$ cat config.mk
export PLATFORM = sky130hd
export DESIGN_NAME = flash_row_prog
export DESIGN_NICKNAME = d
export VERILOG_FILES = /design/src/rtl/frp_pkg.sv /design/src/rtl/frp_wait_timer.sv /design/src/rtl/frp_gap_timer.sv /design/src/rtl/frp_hv_meter.sv /design/src/rtl/flash_row_prog.sv
export SDC_FILE = /design/constraint.sdc
export NUM_CORES = 1
export LEC_CHECK = 0
export CAP_MARGIN = 15
export CORE_ASPECT_RATIO = 1.5
export CORE_UTILIZATION = 35
export DETAILED_ROUTE_END_ITERATION = 7
export GPL_TIMING_DRIVEN = 0
export MAX_ROUTING_LAYER = met4
export PLACE_DENSITY = 0.63
export SYNTH_ARGS = -nofsm -noshare
export SYNTH_HDL_FRONTEND = slang
export SYNTH_SLANG_ARGS = --single-unit
$ cat constraint.sdc
create_clock -name clk -period 3.55 [get_ports clk]
set_clock_uncertainty 0.05 [all_clocks]
set_input_delay 0.5325 -clock clk [delete_from_list [all_inputs] [get_ports clk]]
set_output_delay 0.5325 -clock clk [all_outputs]
set_load 0.02 [all_outputs]
$ cat src/rtl/frp_pkg.sv
package frp_pkg;

  typedef enum logic [2:0] {
    ST_IDLE, ST_ROWSEL, ST_NVS, ST_PGS, ST_DATA, ST_HOLD, ST_NVH, ST_RCV
  } frp_state_e;

  typedef enum logic [2:0] {
    EC_NONE  = 3'd0,
    EC_RANGE = 3'd1,
    EC_PROT  = 3'd2,
    EC_STALL = 3'd3,
    EC_HV    = 3'd4
  } frp_err_e;

  // minimum waits: round up so the array never sees a short interval
  function automatic longint cyc_ceil(longint ns, longint hz);
    return (ns * hz + 64'd999_999_999) / 64'd1_000_000_000;
  endfunction

  // maximum limits: round down so the limit is never overshot
  function automatic longint cyc_floor(longint ns, longint hz);
    return (ns * hz) / 64'd1_000_000_000;
  endfunction

  function automatic longint max2(longint a, longint b);
    return (a > b) ? a : b;
  endfunction

endpackage

$ cat src/rtl/frp_wait_timer.sv
module frp_wait_timer #(
  parameter int W = 8
) (
  input  logic         clk,
  input  logic         rst_n,
  input  logic         load,
  input  logic [W-1:0] load_val,
  output logic         expired
);
  logic [W-1:0] cnt_q;

  always_ff @(posedge clk or negedge rst_n) begin
    if (!rst_n)              cnt_q <= '0;
    else if (load)           cnt_q <= load_val;
    else if (cnt_q != '0)    cnt_q <= cnt_q - 1'b1;
  end

  assign expired = (cnt_q == '0);

  AST_WAIT_RELOAD: assert property (@(posedge clk) disable iff (!rst_n)
    (!load && !expired) |=> (cnt_q == $past(cnt_q) - 1'b1)) else $error("wait timer skipped");
endmodule

$ cat src/rtl/frp_gap_timer.sv
module frp_gap_timer #(
  parameter int GAP_CYC = 30
) (
  input  logic clk,
  input  logic rst_n,
  input  logic restart,
  input  logic run,
  output logic expired
);
  localparam int GW = $clog2(GAP_CYC + 1);
  logic [GW-1:0] gap_q;

  always_ff @(posedge clk or negedge rst_n) begin
    if (!rst_n)                                 gap_q <= '0;
    else if (restart)                           gap_q <= '0;
    else if (run && gap_q < GW'(GAP_CYC))       gap_q <= gap_q + 1'b1;
  end

  assign expired = (gap_q >= GW'(GAP_CYC - 1));

  AST_GAP_WINDOW: assert property (@(posedge clk) disable iff (!rst_n)
    run |-> (gap_q < GW'(GAP_CYC))) else $error("byte gap overran");
endmodule

$ cat src/rtl/frp_hv_meter.sv
module frp_hv_meter #(
  parameter int HV_CYC  = 1000,
  parameter int LIM_CYC = 990
) (
  input  logic clk,
  input  logic rst_n,
  input  logic clear,
  input  logic hv_on,
  output logic over
);
  localparam int HW = $clog2(HV_CYC + 1);
  logic [HW-1:0] acc_q;

  always_ff @(posedge clk or negedge rst_n) begin
    if (!rst_n)                                 acc_q <= '0;
    else if (clear)                             acc_q <= '0;
    else if (hv_on && acc_q < HW'(HV_CYC))      acc_q <= acc_q + 1'b1;
  end

  assign over = (acc_q >= HW'(LIM_CYC));

  AST_HV_WINDOW: assert property (@(posedge clk) disable iff (!rst_n)
    hv_on |-> (acc_q < HW'(HV_CYC))) else $error("high voltage over budget");
endmodule

$ cat src/rtl/flash_row_prog.sv
module flash_row_prog
  import frp_pkg::*;
#(
  parameter int CLK_HZ        = 50_000_000,
  parameter int ADDR_W        = 16,
  parameter int FLASH_BASE    = 'h4000,
  parameter int FLASH_BYTES   = 'h8000,
  parameter int ROW_BYTES     = 64,
  parameter int T_NVS_NS      = 10_000,
  parameter int T_PGS_NS      = 5_000,
  parameter int T_PROG_NS     = 30_000,
  parameter int T_PROG_MAX_NS = 40_000,
  parameter int T_NVH_NS      = 5_000,
  parameter int T_RCV_NS      = 1_000,
  parameter int T_HV_MAX_NS   = 4_000_000
) (
  input  logic              clk,
  input  logic              rst_n,
  input  logic              start,
  input  logic [ADDR_W-1:0] start_addr,
  input  logic [ADDR_W-1:0] protect_base,
  input  logic              in_valid,
  output logic              in_ready,
  input  logic [ADDR_W-1:0] in_addr,
  input  logic [7:0]        in_data,
  input  logic              in_last,
  output logic              fl_pgm,
  output logic              fl_hven,
  output logic              fl_wr,
  output logic [ADDR_W-1:0] fl_addr,
  output logic [7:0]        fl_data,
  input  logic              rd_req,
  output logic              rd_gnt,
  output logic              busy,
  output logic              done,
  output logic              err,
  output logic [2:0]        err_code
);
  localparam int NVS_CYC  = int'(cyc_ceil(T_NVS_NS, CLK_HZ));
  localparam int PGS_CYC  = int'(cyc_ceil(T_PGS_NS, CLK_HZ));
  localparam int PROG_CYC = int'(cyc_ceil(T_PROG_NS, CLK_HZ));
  localparam int NVH_CYC  = int'(cyc_ceil(T_NVH_NS, CLK_HZ));
  localparam int RCV_CYC  = int'(cyc_ceil(T_RCV_NS, CLK_HZ));
  localparam int GAP_CYC  = int'(cyc_floor(T_PROG_MAX_NS, CLK_HZ));
  localparam int HV_CYC   = int'(cyc_floor(T_HV_MAX_NS, CLK_HZ));
  localparam int HV_LIM   = HV_CYC - NVH_CYC - 1;
  localparam int MAX_WAIT = int'(max2(max2(max2(NVS_CYC, PGS_CYC), max2(PROG_CYC, NVH_CYC)), RCV_CYC));
  localparam int TW       = $clog2(MAX_WAIT + 1);
  localparam int ROW_LG   = $clog2(ROW_BYTES);
  localparam int CW       = $clog2(ROW_BYTES + 1);
  localparam logic [ADDR_W:0] WIN_LO = (ADDR_W+1)'(FLASH_BASE);
  localparam logic [ADDR_W:0] WIN_HI = (ADDR_W+1)'(FLASH_BASE + FLASH_BYTES);

  frp_state_e        st_q, st_n;
  frp_err_e          ec_q, ec_n;
  logic              pgm_q, pgm_n, hv_q, hv_n, wr_n, done_n;
  logic [ADDR_W-1:0] row_q, row_n, fa_q, fa_n;
  logic [7:0]        fd_q, fd_n;
  logic [CW-1:0]     cnt_q, cnt_n;
  logic              last_q, last_n, wr_q, done_q;
  logic              t_load, t_exp, gap_exp, hv_over, accept;
  logic [TW-1:0]     t_val;
  logic              start_in_win, byte_in_win, byte_in_row, byte_ok;

  assign start_in_win = ({1'b0, start_addr} >= WIN_LO) && ({1'b0, start_addr} < WIN_HI);
  assign byte_in_win  = ({1'b0, in_addr} >= WIN_LO) && ({1'b0, in_addr} < WIN_HI);
  assign byte_in_row  = (in_addr[ADDR_W-1:ROW_LG] == row_q[ADDR_W-1:ROW_LG]);
  assign byte_ok      = byte_in_win && byte_in_row;

  assign in_ready = (st_q == ST_DATA) && !hv_over;
  assign accept   = in_valid && in_ready;

  frp_wait_timer #(.W(TW)) u_wait (
    .clk(clk), .rst_n(rst_n), .load(t_load), .load_val(t_val), .expired(t_exp));

  frp_gap_timer #(.GAP_CYC(GAP_CYC)) u_gap (
    .clk(clk), .rst_n(rst_n),
    .restart((st_q == ST_PGS && t_exp) || accept),
    .run(st_q == ST_DATA || st_q == ST_HOLD),
    .expired(gap_exp));

  frp_hv_meter #(.HV_CYC(HV_CYC), .LIM_CYC(HV_LIM)) u_hv (
    .clk(clk), .rst_n(rst_n), .clear(st_q == ST_IDLE), .hv_on(hv_q), .over(hv_over));

  always_comb begin
    st_n = st_q;  ec_n = ec_q;  pgm_n = pgm_q;  hv_n = hv_q;
    wr_n = 1'b0;  done_n = 1'b0;
    row_n = row_q;  fa_n = fa_q;  fd_n = fd_q;  cnt_n = cnt_q;  last_n = last_q;
    t_load = 1'b0;  t_val = '0;
    unique case (st_q)
      ST_IDLE: if (start) begin
        if (!start_in_win)                ec_n = EC_RANGE;
        else if (start_addr >= protect_base) ec_n = EC_PROT;
        else begin
          ec_n = EC_NONE;  pgm_n = 1'b1;  row_n = start_addr;
          cnt_n = '0;  last_n = 1'b0;  st_n = ST_ROWSEL;
        end
      end
      ST_ROWSEL: begin
        wr_n = 1'b1;  fa_n = row_q;  fd_n = 8'h00;
        t_load = 1'b1;  t_val = TW'(NVS_CYC - 1);  st_n = ST_NVS;
      end
      ST_NVS: if (t_exp) begin
        hv_n = 1'b1;  t_load = 1'b1;  t_val = TW'(PGS_CYC - 1);  st_n = ST_PGS;
      end
      ST_PGS: if (t_exp) st_n = ST_DATA;
      ST_DATA: begin
        if (hv_over) begin
          ec_n = EC_HV;  pgm_n = 1'b0;  st_n = ST_NVH;
          t_load = 1'b1;  t_val = TW'(NVH_CYC - 1);
        end else if (accept && !byte_ok) begin
          ec_n = EC_RANGE;  pgm_n = 1'b0;  st_n = ST_NVH;
          t_load = 1'b1;  t_val = TW'(NVH_CYC - 1);
        end else if (accept) begin
          wr_n = 1'b1;  fa_n = in_addr;  fd_n = in_data;
          cnt_n = cnt_q + 1'b1;
          last_n = in_last || (cnt_q == CW'(ROW_BYTES - 1));
          t_load = 1'b1;  t_val = TW'(PROG_CYC - 1);  st_n = ST_HOLD;
        end else if (gap_exp) begin
          ec_n = EC_STALL;  pgm_n = 1'b0;  st_n = ST_NVH;
          t_load = 1'b1;  t_val = TW'(NVH_CYC - 1);
        end
      end
      ST_HOLD: begin
        if (hv_over) begin
          ec_n = EC_HV;  pgm_n = 1'b0;  st_n = ST_NVH;
          t_load = 1'b1;  t_val = TW'(NVH_CYC - 1);
        end else if (t_exp && last_q) begin
          pgm_n = 1'b0;  st_n = ST_NVH;
          t_load = 1'b1;  t_val = TW'(NVH_CYC - 1);
        end else if (t_exp) begin
          st_n = ST_DATA;
        end
      end
      ST_NVH: if (t_exp) begin
        hv_n = 1'b0;  t_load = 1'b1;  t_val = TW'(RCV_CYC - 1);  st_n = ST_RCV;
      end
      ST_RCV: if (t_exp) begin
        st_n = ST_IDLE;  done_n = (ec_q == EC_NONE);
      end
      default: st_n = ST_IDLE;
    endcase
  end

  always_ff @(posedge clk or negedge rst_n) begin
    if (!rst_n) begin
      st_q <= ST_IDLE;  ec_q <= EC_NONE;  pgm_q <= 1'b0;  hv_q <= 1'b0;
      wr_q <= 1'b0;  done_q <= 1'b0;  row_q <= '0;  fa_q <= '0;  fd_q <= '0;
      cnt_q <= '0;  last_q <= 1'b0;
    end else begin
      st_q <= st_n;  ec_q <= ec_n;  pgm_q <= pgm_n;  hv_q <= hv_n;
      wr_q <= wr_n;  done_q <= done_n;  row_q <= row_n;  fa_q <= fa_n;  fd_q <= fd_n;
      cnt_q <= cnt_n;  last_q <= last_n;
    end
  end

  assign fl_pgm   = pgm_q;
  assign fl_hven  = hv_q;
  assign fl_wr    = wr_q;
  assign fl_addr  = fa_q;
  assign fl_data  = fd_q;
  assign busy     = (st_q != ST_IDLE);
  assign done     = done_q;
  assign err_code = ec_q;
  assign err      = (ec_q != EC_NONE);
  assign rd_gnt   = rd_req && !busy;

  AST_STROBE_UNDER_PGM: assert property (@(posedge clk) disable iff (!rst_n)
    fl_wr |-> fl_pgm) else $error("strobe without program enable");
  AST_HV_AFTER_PGM: assert property (@(posedge clk) disable iff (!rst_n)
    $rose(fl_hven) |-> fl_pgm) else $error("hv before program enable");
  AST_RELEASE_ORDER: assert property (@(posedge clk) disable iff (!rst_n)
    $fell(fl_pgm) |-> fl_hven) else $error("hv dropped before program enable");
  AST_DONE_SINGLE: assert property (@(posedge clk) disable iff (!rst_n)
    done |=> !done) else $error("done longer than one cycle");
  AST_STROBE_IN_WINDOW: assert property (@(posedge clk) disable iff (!rst_n)
    fl_wr |-> (({1'b0, fl_addr} >= WIN_LO) && ({1'b0, fl_addr} < WIN_HI))) else $error("strobe outside flash");
  AST_NO_READ_WHEN_BUSY: assert property (@(posedge clk) disable iff (!rst_n)
    fl_hven |-> !rd_gnt) else $error("read granted under high voltage");
endmodule

### Yosys cells after proc, flatten, opt, wreduce, memory -nomap -nowiden

Index checks and enable logic that the tools add are counted.

* register bits after elaboration: 98
* latch bits: 0
* bits in writable memories: 0
* memory bits (read-only): 0
* bits of input ports: 62
* output and inout bits: 35
* logic and storage cells: 176
* memories: 0

* $add $sub $neg: 4
* multiply operators: 0
* divide/modulo/power cells: 0
* magnitude comparators: 9
* equal/unequal tests: 23
* shift operators: 0
* multiplexer cells: 87
* bitwise operators: 1
* reduce and logical (&&, ||, !) cells: 38

Operators by type and width (number)
* $mux 11: 7
* $mux 3: 19
* $mux 8: 7
* $pmux 11 s5: 1
* $mux 16: 3
* $mux 7: 6
* $mux 18: 2
* $ge 16x15->1 const B: 2
* $lt 16x16->1 const B: 2
* $pmux 16 s2: 1
* $mux 1: 29
* $pmux 3 s8: 1
* $reduce_and 7->1: 3
* $ne 2x2->1 const B: 10
* $add 18x1->18 const B: 1
* $ge 18x18->1 const B: 1
* $lt 18x18->1 const B: 1
* $ge 16x16->1: 1
* $pmux 8 s2: 1
* $pmux 7 s2: 1
* $eq 3x3->1 const B: 4
* $reduce_bool 2->1: 6
* $add 11x1->11 const B: 1
* $ge 11x11->1 const B: 1
* other kinds (28): 51

### Longest topological paths before layout

Gate-level depths: netlist of the first run.

* depth in word-level cells: 9
* depth in mapped cells: 11
* gate-level depth less buffers: 10

### By module

From an unflattened synthesis of the first run, not the netlist that was laid out.

* cells, all modules: 586
* area, all modules: 5783.0 um2

By module, submodules not included
* flash_row_prog: instances 1, cells an instance 340, area an instance 3368.2 um2, sequential area each 1451.4 um2
* frp_hv_meter: instances 1, cells an instance 112, area an instance 1089.8 um2, sequential area each 450.4 um2
* frp_gap_timer: instances 1, cells an instance 70, area an instance 696.9 um2, sequential area each 275.3 um2
* frp_wait_timer: instances 1, cells an instance 64, area an instance 628.1 um2, sequential area each 275.3 um2

### Worst setup path before layout of the first run

No wires, ideal clock.

* path kind: input port to flip-flop
* start point: in start_addr[0]
* end point: reg cnt_q[5]
* setup time: 78 ps
* arrival time: 2457 ps
* data required time: 3422 ps
* path slack: 965 ps
* stages on the path: 10
* path buffers: 1
* cells stage by stage: inv_1 ha_1 or3b_1 o2111ai_1 a31oi_1 o21ai_1 a21oi_1 clkbuf_1 or4_1 a21oi_1

* word-level cells in the longest chain between the ends: 4
* elaborated cells between the ends (all ways): 7
* classes of those cells: 3 x order compare; 2 x eq/ne; 2 x reduce/logical

RTL lines
* start, declared: RTL line flash_row_prog.sv:20 `input logic [ADDR_W-1:0] start_addr,`
* $ge 16x15->1 or $lt 16x16->1 (tied branches): RTL line flash_row_prog.sv:65 `assign start_in_win = ({1'b0, start_addr} >= WIN_LO) && ({1'b0, start_addr} < WIN_HI);`
* $logic_and 1x1->1: RTL line flash_row_prog.sv:65
* $ne 2x2->1 (no source line)
* $reduce_and 7->1 (no source line) (*)
* end signal, assigned: RTL line flash_row_prog.sv:153 `cnt_q <= cnt_n; last_q <= last_n;`
* end, declared: RTL line flash_row_prog.sv:59 `logic [CW-1:0] cnt_q, cnt_n;`

Mark *: on every way between the ends. The rest lies on a longest branch, timed or not.
A chain may end at the register's enable or synchronous reset.

### Final worst setup path of the first run

* start point: reg u_hv.acc_q[0]
* end point: out in_ready

* word-level cells in the longest chain between the ends: 3

RTL lines
* start, declared: RTL line frp_hv_meter.sv:12 `logic [HW-1:0] acc_q;`
* start signal, assigned: RTL line frp_hv_meter.sv:17 `else if (hv_on && acc_q < HW'(HV_CYC)) acc_q <= acc_q + 1'b1;`
* $ge 18x18->1: RTL line frp_hv_meter.sv:20 `assign over = (acc_q >= HW'(LIM_CYC));`
* $logic_not 1->1: RTL line flash_row_prog.sv:70 `assign in_ready = (st_q == ST_DATA) && !hv_over;`
* $logic_and 1x1->1: RTL line flash_row_prog.sv:70
* end, declared: RTL line flash_row_prog.sv:23 `output logic in_ready,`

No other way between the ends.

==> out/results.tsv, run 1 <==
stage	metric	value	unit
status	status	completed	
global_routing	grt_max_degree	53	
cts	clock_path_buffers	2	
worst_setup_path	crit_arrival	2.78	ns
yosys	yosys-top-cells-count	dfrtp_1 (98), nand2_1 (67), nor2_1 (60)	
worst_setup_path	worstSetupEndpointType	primary output	
sta	tightest_slew	0.6423	ns
cts	numCtsBuffers	9	
yosys	syn_avg_cell_area	9.424	sq um
worst_setup_path	path_cells	ha_1, nand2b_1, a2111oi_2, o21a_1, nand2_1, inv_1, clkdlybuf4s50_1	
power_and_ir_drop	p_per_area	599.1	nW/um^2
cts	postCtsSetupBuffers	0	
sta	setup_tns	0	ns
worst_setup_path	max_stage_delay	0.61	ns
worst_setup_path	reg2regPathDepth	11	
sta	rsz0062_at_grt	false	
yosys	synth_nets	650	
place	gp_congestion	0.8498	
layout	layout.nets	758	
global_routing	antenna_found_initial	0	
route	vias_per_cell	5.235	
yosys	syn_area	5334	sq um
global_routing	grt_use_met1	0.2129	
route	drc	0	
floorplanning	fp.dieW	102.8	microns
global_routing	grt_pass1_wl	22320	microns
floorplanning	fp.dieArea	15750	sq um
yosys	yosysWarningCount	0	
worst_setup_path	crit_slowest_cell	clkdlybuf4s50_1	
route	wl	13490	microns
yosys	netlist.top_cell.by_area	dfrtp_1	
floorplanning	core_area	14730	sq um
global_routing	grt.busiest_layer	met2	
yosys	synth_edf_count	0	
yosys	synth_cell_types	56	
sta	slew_headroom	0.5718	
sta	setup_viol	0	
route	route.vias.total	4581	
yosys	synth-seq-cells	98	
route	drtPass1Iterations	6	
yosys	yosys-top-cells-area	dfrtp_1 (46%), ha_1 (5.2%), nand2_1 (4.7%)	
place	portBuffers	96	
sta	fmax	0.2974	GHz
layout	drive_gt1_frac	0.07364	
worst_setup_path	reg2reg_setup_slack	0.73	ns
yosys	ys_seq_area_frac	0.4598	
power_and_ir_drop	leakage	2.961	nW
power_and_ir_drop	ir_worst_vdd	307.9	uV
sta	layout_min_cycle_time	3.362	ns
worst_setup_path	cp-start-kind	register	
floorplanning	pin_count	97	
global_routing	grt_use_total	0.1856	
hold_path	hold_path_class	input port to async pin	
sta	post-route-period-util	0.9471	
yosys	yosysMostFrequentCell	dfrtp_1	
floorplanning	die_y	153.2	microns
sta	slew_viol_final	0	
layout	instances_no_fill	875	
cts	clkTransAtPathRegs	0.07	ns
cts	clock_sinks	98	
layout	area_growth	28.48	%
cts	tritoncts	yes	
worst_setup_path	crit_type	register to primary output	
cts	worstSkewPairLatency	0.35	ns
cts	root_buffer	clkbuf_16	
cts	hold_buffers	0	
floorplanning	initial_core_util	0.3621	
yosys	synth_flop_cell	dfrtp_1	
route	wl_per_cell	15.42	microns
sta	hold_viol_final	0	
route	detail-route-antenna-nets	0	
route	drtIter0Drc	157	
layout	fill_cells	1493	
cts	htree_levels	3	
yosys	synth_top_area_share	0.4598	
global_routing	use_met2	0.3213	
worst_setup_path	crit_fanout	7	
yosys	synthArstFlopShare	1.000	
cts	ctsResizeCount	0	
layout	final_core_util	0.4653	
global_routing	grt-ovfl-total	0	
job	drv_cap	0	
worst_setup_path	cp.required	2.97	ns
place	dpl.hpwl	10360	microns
global_routing	first_global_vias	4713	
floorplanning	rows	54	
yosys	netlist_instances	566	
global_routing	met3_usage	0.03064	
layout	n_antenna_cell	0	
place	dp_cells	859	
report_power, final:
| group | leakage (nW) | total [mW] | internal [mW] | switching (mW) |
|---|---|---|---|---|
| registers | 1.26 | 1.59 | 1.38 | 0.201 |
| clock network | 0.139 | 0.950 | 0.489 | 0.461 |
| logic | 1.56 | 1.57 | 0.696 | 0.874 |
routing by layer:
metal,up-vias,share of wire
met5,-,0
met4,0,0.019
met3,17,0.043
met2,107,0.53
met1,2238,0.41
li1,2219,-
sequential cells by signal, summed over array words and instances, names as in the netlist:
name and cells:
cnt_q 7, done 1, err_code 3, fl_addr 16
fl_data 8, fl_hven 1, fl_pgm 1, fl_wr 1
last_q 1, row_q 16, st_q 3, u_gap.gap_q 11
u_hv.acc_q 18, u_wait.cnt_q 11
worst paths after layout:
check                              start        endpoint
max in group asynchronous          rst_n  u_hv.acc_q[14]
min                                rst_n      fl_addr[9]
min reg2reg                     row_q[0]        row_q[0]
max                        u_hv.acc_q[0]        in_ready
max reg2reg                u_hv.acc_q[0]     fl_addr[14]
min in group clk                row_q[0]        row_q[0]
cells in the final DEF (no fill, tap or decap), types with 11 or more instances in the layout:
cell type,instances
nor2_1,60
nand3_1,12
xor2_1,25
xnor2_1,14
clkdlybuf4s50_1,95
ha_1,22
dfrtp_1,98
nor3_1,11
nand4_1,15
a31oi_1,20
mux2_2,16
clkbuf_1,14
o21ai_0,19
nand2_1,67
a21oi_1,30
inv_1,34
layout make-up:
class | count | area, sq um | area share
clock inverters | 7 | 62.56 | 0.009129
inverters | 35 | 131.4 | 0.01917
clock buffers | 9 | 225.2 | 0.03286
plain buffers | 21 | 86.33 | 0.01260
multi-input cells | 412 | 2664 | 0.3887
repair buffers | 97 | 985.9 | 0.1439
well taps | 196 | 245.2 | 0.03579
flip-flops and latches | 98 | 2452 | 0.3579
through the flow:
| step | hold WS, ns | setup WS (ns) | power [mW] | instance area [sq um] |
|---|---|---|---|---|
| after floorplan | 0.1869 | 0.9652 | 2.531 | 5334 |
| after global placement | 0.4149 | -1.770 | 3.125 | 6540 |
| after detailed placement | 0.4314 | -0.07851 | 3.182 | 6565 |
| after CTS | 0.1684 | 0.1686 | 4.147 | 6853 |
| after global routing | 0.1828 | 0.002995 | 4.371 | 6853 |
| final | 0.1437 | 0.1877 | 4.105 | 6853 |
cells by family after synthesis:
group | share of synthesized area
simple gates | 0.2003
xor+xnor | 0.06404
mux | 0.04316
flops | 0.4598
fa+ha+maj | 0.05161
buf+inv | 0.04081
compound gates | 0.1403
critical path, delay by kind of cell, from the launching register on:
kind | cells | cell delay (ns)
simple gates | 2 | 0.34
buf+inv | 2 | 0.70
fa+ha+maj | 1 | 0.21
flops | 1 | 0.43
compound gates | 2 | 0.75
Note: power is estimated with default switching activity, not from simulation.
==> inputs of run 2 (changes only) <==
SETUP_SLACK_MARGIN = 0.02   (was unset)
==> run 2 against run 1 <==
Via count grew 0.20%. Worst hold slack is essentially flat. Non-clock buffer count is the same. Sequential cell count is the same. Clock power is essentially flat. Critical endpoint unchanged.
==> out/results.tsv, run 2 (synthesis results as in run 1) <==
stage	metric	value	unit	change
layout	fill_cells	1494		+0.067%
sta	post-route-period-util	0.9216		-0.02557
route	detail-route-antenna-nets	0		unchanged
layout	largest-register	u_hv.acc_q		
floorplanning	initial_core_util	0.3621		unchanged
worst_setup_path	crit_fanout	7		unchanged
power_and_ir_drop	p_per_area	599.0	nW/um^2	about the same
cts	clkTransAtPathRegs	0.07	ns	about the same
sta	layout_min_cycle_time	3.272	ns	-0.09076 ns
layout	layout_commonest_cell	dfrtp_1		
sta	hold_viol_final	0		unchanged
sta	tightest_slew	0.6429	ns	+0.0005800 ns
power_and_ir_drop	leakage	2.961	nW	about the same
route	wl_per_cell	15.41	microns	about the same
place	gp_congestion	0.8498		unchanged
global_routing	antenna_found_initial	0		unchanged
layout	mostFrequentLayoutCells	dfrtp_1 (98), clkdlybuf4s50_1 (95), nand2_1 (67), nor2_1 (60), inv_1 (34)		
layout	area_growth	28.50	%	about the same
route	vias_per_cell	5.246		+0.20%
sta	rsz0062_at_grt	false		
cts	clock_path_buffers	2		unchanged
hold_path	hold_path_class	input port to async pin		
layout	final_cell_area	6854	sq um	about the same
route	route.vias.total	4590		+0.20%
job	drv_cap	0		unchanged
power_and_ir_drop	ir_worst_vdd	307.9	uV	unchanged
cts	htree_levels	3		unchanged
cts	numCtsBuffers	9		unchanged
global_routing	grt-ovfl-total	0		unchanged
worst_setup_path	crit-reg2reg-launch	u_hv.acc_q[0]		
floorplanning	fp.dieArea	15750	sq um	unchanged
worst_setup_path	crit_type	register to primary output		
sta	slew_viol_final	0		unchanged
cts	hold_buffers	0		unchanged
worst_setup_path	r2r-end	fl_addr[14]		
route	wl	13490	microns	about the same
worst_setup_path	worstSetupEndpointType	primary output		
worst_setup_path	reg2reg_setup_slack	0.73	ns	about the same
global_routing	grt_use_total	0.1856		unchanged
layout	largest_reg_flops	18		unchanged
floorplanning	fp.dieW	102.8	microns	unchanged
sta	fmax	0.3057	GHz	+2.8%
place	portBuffers	96		unchanged
global_routing	first_global_vias	4713		unchanged
layout	n_antenna_cell	0		unchanged
floorplanning	core_area	14730	sq um	unchanged
sta	fin_hold_ws	0.1440	ns	+0.0002560 ns
route	drc	0		unchanged
worst_setup_path	reg2regPathDepth	11		unchanged
layout	layout.nets	758		unchanged
layout	final_core_util	0.4653		about the same
sta	setup_tns	0	ns	unchanged
cts	worstSkewPairLatency	0.35	ns	about the same
cts	root_buffer	clkbuf_16		
floorplanning	die_y	153.2	microns	unchanged
worst_setup_path	cp.required	2.97	ns	about the same
worst_setup_path	cp-start-kind	register		
layout	drive_gt1_frac	0.07511		+0.001473
route	drtPass1Iterations	6		unchanged
floorplanning	pin_count	97		unchanged
cts	tritoncts	yes		
sta	slew_headroom	0.5714		about the same
place	dpl.hpwl	10360	microns	unchanged
place	placed_area	6565	sq um	unchanged
worst_setup_path	crit_arrival	2.69	ns	-0.09 ns
route	drtIter0Drc	157		unchanged
sta	setup_viol	0		unchanged
global_routing	grt_max_degree	53		unchanged
cts	clock_sinks	98		unchanged
status	status	completed		
global_routing	grt_pass1_wl	22320	microns	unchanged
floorplanning	rows	54		unchanged
## run 2: cell count changes in the layout (fill, tap and decap cells not counted)
cell / change
o21a_2: +1
o21a_1: -1
## run 2: repair_timing
item	in CTS	in global routing
setup endpoints to repair	0	1
gates resized for setup	0	1
setup buffers	0	0
## run 2: area by class of cell
type | instances | area, sq um | area share
multi-input combinational | 412 | 2665 | 0.3888
clock inverter | 7 | 62.56 | 0.009127
buffer | 21 | 86.33 | 0.01260
inverter | 35 | 131.4 | 0.01917
timing repair buffer | 97 | 985.9 | 0.1438
tap | 196 | 245.2 | 0.03578
clock buffer | 9 | 225.2 | 0.03286
sequential | 98 | 2452 | 0.3578
## run 2: how the worst max path moves through the flow
stage,end,cells past startpoint,startpoint,slack (ns)
after floorplan,cnt_q[5],10,start_addr[0],0.97
after detailed placement,cnt_q[5],11,start_addr[0],-0.08
after CTS,in_ready,7,u_hv.acc_q[0],0.17
final,in_ready,7,u_hv.acc_q[0],0.28
after global routing,in_ready,7,u_hv.acc_q[0],0.10
after global placement,u_hv.acc_q[12],1,rst_n,-1.77
## run 2: per-layer routing
metal	vias to the layer above	GRT usage	part of all wire
met3	17	0.03064	0.043
met4	0	0.06439	0.019
met2	110	0.3213	0.53
li1	2219	-	-
met5	-	-	0
met1	2244	0.2129	0.41
## run 2: through the flow
stage,worst slack (ns),power [mW],cells
after floorplan,0.9652,2.531,566
after global placement,-1.770,3.125,858
after detailed placement,-0.07851,3.182,859
after CTS,0.1686,4.147,875
after global routing,0.1021,4.371,875
final,0.2785,4.106,875
## run 2: worst max-delay path, cell delays in order (launching register included)
cell	delay (ns)
dfrtp_1	0.43
ha_1	0.21
nand2b_1	0.16
a2111oi_2	0.41
o21a_2	0.28
nand2_1	0.14
inv_1	0.09
clkdlybuf4s50_1	0.61
## run 2: power by group
part           switching, mW  total [mW]  internal (mW)  leakage, nW
Clock                  0.461       0.950          0.489        0.139
Combinational          0.874        1.57          0.696         1.57
Sequential             0.201        1.59           1.38         1.26
==> inputs of run 3 (changes only) <==
CAP_MARGIN = 40   (was 15)
==> results of run 3 <==
The final DEF is identical to that of run 2; final timing and power are the same.
